==> src/rtl/wdr_pkg.sv <==
// Package: shared field positions, widths and the control-word type for the
// watchdog. Assumes an 8-bit register data path.
package wdr_pkg;
    localparam int CODE_W  = 4;
    localparam int DATA_W  = 8;
    localparam int SEC_W   = CODE_W + 1;
    localparam int BIT_RLD = 4;
    localparam int BIT_ALM = 5;
    localparam int BIT_SRC = 6;
    localparam int BIT_ARM = 7;

    typedef struct packed {
        logic              arm;
        logic              src;
        logic [CODE_W-1:0] code;
    } wdr_cfg_t;

    // Timeout limit in seconds: two seconds per code step.
    function automatic logic [SEC_W-1:0] limit_of(input logic [CODE_W-1:0] c);
        return {c, 1'b0};
    endfunction
endpackage

==> src/rtl/wdr_tick_gen.sv <==
// Module: seconds prescaler. Emits a one-cycle tick every DIV clocks.
// Assumes clr restarts the phase so the first tick lands DIV cycles later.
module wdr_tick_gen #(
    parameter int unsigned DIV = 50_000_000
) (
    input  logic clk,
    input  logic rst_n,
    input  logic clr,
    output logic tick
);
    localparam int CNT_W = (DIV > 1) ? $clog2(DIV) : 1;
    localparam logic [CNT_W-1:0] LAST = CNT_W'(DIV - 1);

    logic [CNT_W-1:0] cnt_q;

    // Divider counter, wrapping at LAST and cleared on restart.
    always_ff @(posedge clk) begin
        if (!rst_n || clr) begin
            cnt_q <= '0;
        end else if (cnt_q == LAST) begin
            cnt_q <= '0;
        end else begin
            cnt_q <= cnt_q + 1'b1;
        end
    end

    // Tick output on the last phase of the divider.
    assign tick = (cnt_q == LAST);
endmodule

==> src/rtl/wdr_ctrl_regs.sv <==
// Module: control register and write decode. Produces the stored config,
// a restart pulse (arm rising, reload, or code change while armed) and an
// alarm clear pulse (write of code 0000). Assumes single-cycle write strobes.
module wdr_ctrl_regs
    import wdr_pkg::*;
#(
    parameter int ADDR_W    = 2,
    parameter int CTRL_ADDR = 0
) (
    input  logic              clk,
    input  logic              rst_n,
    input  logic              wr_en,
    input  logic [ADDR_W-1:0] wr_addr,
    input  logic [DATA_W-1:0] wr_data,
    input  logic [ADDR_W-1:0] rd_addr,
    input  logic              alarm,
    output logic [DATA_W-1:0] rd_data,
    output wdr_cfg_t          cfg,
    output logic              restart,
    output logic              alarm_clr
);
    localparam logic [ADDR_W-1:0] HIT_ADDR = ADDR_W'(CTRL_ADDR);

    wdr_cfg_t cfg_q;
    wdr_cfg_t cfg_d;
    logic     wr_hit;

    // Decode the incoming write into config fields.
    always_comb begin
        wr_hit     = wr_en && (wr_addr == HIT_ADDR);
        cfg_d.arm  = wr_data[BIT_ARM];
        cfg_d.src  = wr_data[BIT_SRC];
        cfg_d.code = wr_data[CODE_W-1:0];
    end

    // Config storage, cleared by reset.
    always_ff @(posedge clk) begin
        if (!rst_n) begin
            cfg_q <= '0;
        end else if (wr_hit) begin
            cfg_q <= cfg_d;
        end
    end

    // Restart and alarm-clear decisions from the write against stored state.
    always_comb begin
        restart   = wr_hit && cfg_d.arm &&
                    (wr_data[BIT_RLD] || !cfg_q.arm || (cfg_d.code != cfg_q.code));
        alarm_clr = wr_hit && (cfg_d.code == '0);
    end

    // Read view of the control word; reload always reads zero.
    always_comb begin
        rd_data = '0;
        if (rd_addr == HIT_ADDR) begin
            rd_data[CODE_W-1:0] = cfg_q.code;
            rd_data[BIT_ALM]    = alarm;
            rd_data[BIT_SRC]    = cfg_q.src;
            rd_data[BIT_ARM]    = cfg_q.arm;
        end
    end

    assign cfg = cfg_q;
endmodule

==> src/rtl/wdr_sec_counter.sv <==
// Module: seconds counter with stop-on-expiry. Flags 'hit' in the cycle the
// final tick arrives. Assumes 'active' falls or 'restart' pulses to rearm.
module wdr_sec_counter
    import wdr_pkg::*;
(
    input  logic              clk,
    input  logic              rst_n,
    input  logic              tick,
    input  logic              restart,
    input  logic              active,
    input  logic [CODE_W-1:0] code,
    output logic              hit
);
    logic [SEC_W-1:0] cnt_q;
    logic             done_q;
    logic [SEC_W-1:0] cnt_nx;

    // Next count and expiry detection for this tick.
    always_comb begin
        cnt_nx = cnt_q + SEC_W'(1);
        hit    = active && !done_q && !restart && tick && (cnt_nx == limit_of(code));
    end

    // Count seconds until the limit, then hold until restarted.
    always_ff @(posedge clk) begin
        if (!rst_n || restart || !active) begin
            cnt_q  <= '0;
            done_q <= 1'b0;
        end else if (tick && !done_q) begin
            cnt_q <= cnt_nx;
            if (hit) begin
                done_q <= 1'b1;
            end
        end
    end
endmodule

==> src/rtl/wdr_watchdog_top.sv <==
// Module: watchdog top. Joins register, prescaler and seconds counter,
// and registers the alarm and the one-cycle recovery request.
// Assumes synchronous active-low reset and one register write per cycle.
module wdr_watchdog_top
    import wdr_pkg::*;
#(
    parameter int          ADDR_W    = 2,
    parameter int          CTRL_ADDR = 0,
    parameter int unsigned TICK_DIV  = 50_000_000
) (
    input  logic              clk,
    input  logic              rst_n,
    input  logic              wr_en,
    input  logic [ADDR_W-1:0] wr_addr,
    input  logic [7:0]        wr_data,
    input  logic [ADDR_W-1:0] rd_addr,
    output logic [7:0]        rd_data,
    output logic              alarm,
    output logic              recover_req,
    output logic              recover_src
);
    wdr_cfg_t cfg;
    logic     restart;
    logic     alarm_clr;
    logic     active;
    logic     tick;
    logic     hit;
    logic     fire;
    logic     alarm_q;
    logic     req_q;

    wdr_ctrl_regs #(.ADDR_W(ADDR_W), .CTRL_ADDR(CTRL_ADDR)) regs_i (
        .clk      (clk),
        .rst_n    (rst_n),
        .wr_en    (wr_en),
        .wr_addr  (wr_addr),
        .wr_data  (wr_data),
        .rd_addr  (rd_addr),
        .alarm    (alarm_q),
        .rd_data  (rd_data),
        .cfg      (cfg),
        .restart  (restart),
        .alarm_clr(alarm_clr)
    );

    // Counting is enabled only when armed with a nonzero code.
    assign active = cfg.arm && (cfg.code != '0);

    wdr_tick_gen #(.DIV(TICK_DIV)) tick_i (
        .clk  (clk),
        .rst_n(rst_n),
        .clr  (restart || !active),
        .tick (tick)
    );

    wdr_sec_counter cnt_i (
        .clk    (clk),
        .rst_n  (rst_n),
        .tick   (tick),
        .restart(restart),
        .active (active),
        .code   (cfg.code),
        .hit    (hit)
    );

    // An alarm clear in the same cycle suppresses the expiry.
    assign fire = hit && !alarm_clr;

    // Sticky alarm: set on expiry, cleared only by a code-0000 write.
    always_ff @(posedge clk) begin
        if (!rst_n) begin
            alarm_q <= 1'b0;
        end else if (alarm_clr) begin
            alarm_q <= 1'b0;
        end else if (fire) begin
            alarm_q <= 1'b1;
        end
    end

    // One-cycle recovery request aligned with the alarm rising.
    always_ff @(posedge clk) begin
        if (!rst_n) begin
            req_q <= 1'b0;
        end else begin
            req_q <= fire;
        end
    end

    assign alarm       = alarm_q;
    assign recover_req = req_q;
    assign recover_src = cfg.src;
endmodule

==> config.mk <==
export PLATFORM = sky130hd
export DESIGN_NAME = wdr_watchdog_top
export DESIGN_NICKNAME = d
export VERILOG_FILES = /design/src/rtl/wdr_pkg.sv /design/src/rtl/wdr_tick_gen.sv /design/src/rtl/wdr_ctrl_regs.sv /design/src/rtl/wdr_sec_counter.sv /design/src/rtl/wdr_watchdog_top.sv
export SDC_FILE = /design/constraint.sdc
export NUM_CORES = 1
export LEC_CHECK = 0
export BUFFER_PORTS_ARGS = -buffer_cell sky130_fd_sc_hd__buf_4
export CAP_MARGIN = 20
export CORE_MARGIN = 2
export CORE_UTILIZATION = 52
export CTS_CLUSTER_SIZE = 12
export DETAILED_ROUTE_END_ITERATION = 10
export PLACE_DENSITY = 0.86
export SYNTH_ARGS = -nofsm -noshare
export SYNTH_HDL_FRONTEND = slang
export SYNTH_SLANG_ARGS = --single-unit
==> constraint.sdc <==
create_clock -name clk -period 1.85 [get_ports clk]
set_clock_uncertainty 0.15 [all_clocks]
set_input_delay 0.37 -clock clk [delete_from_list [all_inputs] [get_ports clk]]
set_output_delay 0.37 -clock clk [all_outputs]
set_load 0.01 [all_outputs]
# Yosys cells after proc, flatten, opt, wreduce, memory -nomap -nowiden
# Index checks and enable logic that the tools add are counted.
[classes]
add_sub_neg = 2
n_eq_ne = 3
n_mux = 2
n_bitwise = 1
reduce_logical = 30
[op_table]
columns = ["cell", "n"]
rows = [
  ["$add 26x1->26 const B", 1],
  ["$eq 26x26->1 const B", 1],
  ["$logic_and 1x1->1", 11],
  ["$logic_not 1->1", 6],
  ["$logic_or 1x1->1", 6],
  ["$add 5x1->5 const B", 1],
  ["$eq 5x5->1", 1],
  ["$logic_not 2->1", 2],
  ["$logic_not 4->1", 1],
  ["$mux 4", 1],
  ["$ne 4x4->1", 1],
  ["$reduce_bool 4->1", 1],
  ["$reduce_or 2->1", 2],
  ["$mux 3", 1],
  ["$reduce_and 2->1", 1],
  ["$not 1->1", 1],
]
[totals]
reg_bits = 40
output_inout_bits = 11
wordCells = 46

# Depth between registers and ports, before layout
[logic_depth]
ltp_word = 9
depth_mapped = 7
ltp_nobuf = 6

# Modules after synthesis
# Synthesis repeated with hierarchy kept, for this count alone.
[hier_totals]
hier_cells = 243
hier_area_um2 = 2099.5
[by_module_without_submodules]
columns = ["module", "n_inst", "cells_each", "area_each_um2", "seq_area_each_um2"]
rows = [
  ["wdr_tick_gen", 1, 155, 1291.2, 520.5],
  ["wdr_sec_counter", 1, 43, 370.4, 120.1],
  ["wdr_ctrl_regs", 1, 38, 360.3, 120.1],
  ["wdr_watchdog_top", 1, 7, 77.6, 40.0],
]

# Worst setup path before layout
# Ideal clock, no wire load.
[synth_path]
path_kind = "register -> register"
start = "register tick_i.cnt_q[16]"
end = "register tick_i.cnt_q[5]"
arrival_ns = 1.754
required_time_ns = 1.585
path_slack_ns = -0.169
stages_incl_launch_ff = 7
n_path_buf = 1
period_less_slack_ns = 2.019
cell_sequence = "dfxtp_1 > or3_1 > or4_4 > nor2_2 > nand4b_4 > buf_12 > nor2_2"
[synth_via]
elab_chain_len = 2
[synth_rtl]
columns = ["element", "line", "source"]
rows = [
  ["start, declared", "wdr_tick_gen.sv:14", "logic [CNT_W-1:0] cnt_q;"],
  ["start signal, assigned", "wdr_tick_gen.sv:23", "cnt_q <= cnt_q + 1'b1;"],
  ["$eq 26x26->1", "wdr_tick_gen.sv:20", "end else if (cnt_q == LAST) begin"],
  ["$reduce_or 2->1 (no line)", "-", ""],
]
# No other way between the ends.
# A chain may end at the register's enable or synchronous reset.

# Final worst setup path
[layout_path]
start = "register tick_i.cnt_q[16]"
end = "register tick_i.cnt_q[11]"
# Same word-level chain as after synthesis.

==> summary.txt <==
Status
  – Status: finished with violations
  – Failing checks: negative setup slack

Timing
  – Final setup violation count: 31
  – Min Tclk post-route: 1.98 ns
  – Post-route setup slack: -0.132 ns
  – Fin. Hold Viols: 0
  – Fin Hold WS: 0.188 ns
  – Fmax: 504 MHz
  – RSZ-0062 raised after global routing: true
  – Final worst-path cycle share: 1.07
  – Fin. max-slew vios: 0
  – Setup TNS: -3.60 ns

GRT
  – Initial antenna violation count: 0
  – First-pass GRT wire length: 8.06 mm
  – Total grt overflow: 0
  – Total Routing Usage GR: 0.235
  – Pin count of the biggest net entering global routing: 13
  – Vias in the first global route: 1867

CTS
  – Reg clk slew, reported paths: 0.08 ns
  – Max H-tree Level: 2
  – CTS tree: built
  – CTS root buffer: clkbuf_8
  – Post-CTS Hold Fix Bufs: 0
  – Total CTS buffers: 5
  – CTS max path bufs: 2
  – Clk_lat worst skew: 0.30 ns
  – Sink Count: 40

Floorplan
  – Die area: 4580 µm²
  – Rows: 23
  – Die boundary width: 67.7 µm
  – Core Box Area: 3940 µm²
  – Starting Density: 0.534
  – I/O pin total: 26
  – Die Span Y: 67.7 µm

Critical path
  – CP peak stage delay: 0.50 ns
  – Worst R2R Start: tick_i.cnt_q[16]
  – WP data required: 1.90 ns
  – RR Endpoint: tick_i.cnt_q[11]
  – Critical path class: reg -> reg
  – Cells on worst reg2reg path: 6
  – R2R setup slack: -0.13 ns
  – Slowest CP cell: or4_4
  – CP delay by family, top: simple AND/OR/NAND/NOR gates
  – CP bufs+invs: 1
  – Crit path launch type: register
  – CP endpoint kind: register
  – Crit Path Max Fanout: 10
  – Worst path cell trace: or3_1 -> or4_4 -> nor2_4 -> nand4b_4 -> buf_12 -> nor2_1
  – Crit path DAT: 2.03 ns

Drt
  – Initial DRC count: 85
  – Avg WL per Cell: 13.9 µm
  – ANT nets after route: 0
  – Drt first pass iters: 5
  – Final wirelength: 4.79 mm
  – DRC: 0
  – Total number of vias: 1840
  – Via density per instance: 5.32

Placed design
  – HPWL Detailed: 3.58 mm
  – Area after DPL: 2670 µm²
  – Port Buf Inserts: 23
  – Global placer's final weighted congestion: 0.837

Yosys
  – Syn_area_per_cell: 9.32 µm²
  – Register bit total from synthesis: 40
  – YS warnings: 0
  – Cell Area, Synth: 2110 µm²
  – Predominant post-synthesis flop cell: dfxtp_1
  – Seq/Total Area, Yosys: 0.380
  – Synthesized net count: 243
  – EDFF count, synth: 0
  – Yosys cell types: 42
  – Asr flop ratio synth: 0
  – Mapped Cells: 226

Pwr
  – Final Power: 1.66 mW
  – Peak supply drop: 0.000427 V
  – Power Density: 578 nW/µm²
  – Leak Pwr: 1.01 nW

Final layout
  – Final instance area: 2870 µm²
  – Net count, final: 312
  – Synth-to-Final Area Change: 36.0%
  – Fill cells: 282
  – Share of cells above drive strength 1: 0.399
  – Seq. cell area: 807 µm²
  – Multi-input gate area: 1310 µm²
  – Antenna diode count: 0

Hold path
  – Hold Startpoint: wr_data[6]
  – Worst hold stages: 3
  – Hold path endpoint: regs_i.cfg[4]
  – Hold Crit Class: in -> reg

Run
  – Max Cap Viol: 0
==> routing by layer <==
| metal | share of wire | vias up | track usage |
|---|---|---|---|
| li1 | - | 915 | - |
| met1 | 0.40 | 856 | 0.254 |
| met2 | 0.52 | 57 | 0.436 |
| met3 | 0.050 | 12 | 0.0517 |
| met4 | 0.025 | 0 | 0.0944 |
| met5 | 0 | - | 0 |
==> sequential cells by signal, summed over array words and instances, names as in the netlist <==
name / flops
tick_i.cnt_q: 26
regs_i.cfg: 6
cnt_i.cnt_q: 5
alarm: 1
cnt_i.done_q: 1
recover_req: 1
==> area by class of cell <==
| cell class | instances | area share |
|---|---|---|
| Clock buffer | 6 | 0.0253 |
| Tap cell | 50 | 0.0218 |
| Clock inverter | 2 | 0.0122 |
| Sequential cell | 40 | 0.282 |
| Inverter | 6 | 0.00786 |
| Multi-Input combinational cell | 173 | 0.457 |
| Timing Repair Buffer | 69 | 0.194 |
==> cells by family after synthesis <==
family | after synthesis | share of synthesized area
AND/OR/NAND/NOR | 117 | 0.344
other | 1 | 0.00178
adder cells (fa/ha/maj) | 2 | 0.0119
flip-flops | 40 | 0.380
AO/OA/AOI/OAI | 11 | 0.0434
XOR/XNOR | 36 | 0.150
multiplexers | 6 | 0.0285
buffers and inverters | 13 | 0.0410
==> where the power goes <==
part           switching (mW)  leakage, nW  internal (mW)
Clock                   0.301       0.0552          0.400
Sequential            0.00365        0.325          0.865
Combinational          0.0385        0.626         0.0484
Total                   0.343         1.01           1.31
==> per-stage QoR <==
| step | util | setup slack (ns) | std cells |
|---|---|---|---|
| 3_5_place_dp | 0.678 | -0.155 | 337 |
| 6_report | 0.727 | -0.132 | 346 |
| 3_3_place_gp | 0.678 | -0.103 | 337 |
| 4_1_cts | 0.715 | -0.130 | 345 |
| 2_1_floorplan | - | -0.0969 | 226 |
| 5_1_grt | 0.727 | -0.194 | 346 |
==> how the worst max path moves through the flow <==
stage | start | to | cells past startpoint
floorplan | tick_i.cnt_q[16] | tick_i.cnt_q[16] | 6
global placement | tick_i.cnt_q[16] | tick_i.cnt_q[11] | 6
detailed placement | cnt_i.cnt_q[1] | alarm | 7
CTS | tick_i.cnt_q[16] | tick_i.cnt_q[10] | 6
global route | tick_i.cnt_q[16] | cnt_i.cnt_q[4] | 5
finish | tick_i.cnt_q[16] | tick_i.cnt_q[11] | 6
==> cells in the mapped netlist (2+ instances only) <==
cell type	n	area (µm²)
dfxtp_1	40	801
nor2_2	22	138
xnor2_1	19	166
xor2_1	17	149
nor2_1	15	56.3
nand3_1	14	70.1
nand2_1	13	48.8
nand4_1	9	56.3
and2_1	8	50.1
nor2b_1	7	43.8
nor3_1	7	35.0
inv_1	6	22.5
mux2i_1	6	60.1
nor4_1	4	25.0
a21oi_1	3	15.0
and4_1	3	26.3
a41oi_1	2	17.5
and3_1	2	12.5
buf_1	2	7.51
buf_12	2	40.0
ha_1	2	25.0
nor4_4	2	42.5
or3_1	2	12.5
==> worst min-delay path: stages <==
cell     delay (ns)
buf_4          0.08
mux2i_1        0.06
nor2b_1        0.09
==> placed cells by master (no fill, tap or decap), types with 7 or more instances in the layout <==
master	Yosys	layout
xnor2_1	19	18
buf_4	1	66
nor2_2	22	18
nand3_1	14	14
and2_1	8	8
nand2_1	13	13
nand4_1	9	9
nor2b_1	7	7
dfxtp_1	40	35
nor3_1	7	7
xor2_1	17	17
nor2_1	15	15
==> what timing repair did <==
item / CTS / global route
gates resized for setup: 7 / 7
setup endpoints to repair: 32 / 33
pin swaps: 6 / 4
buffers inserted: 0 / 1
Note: power is estimated with default switching activity, not from simulation.
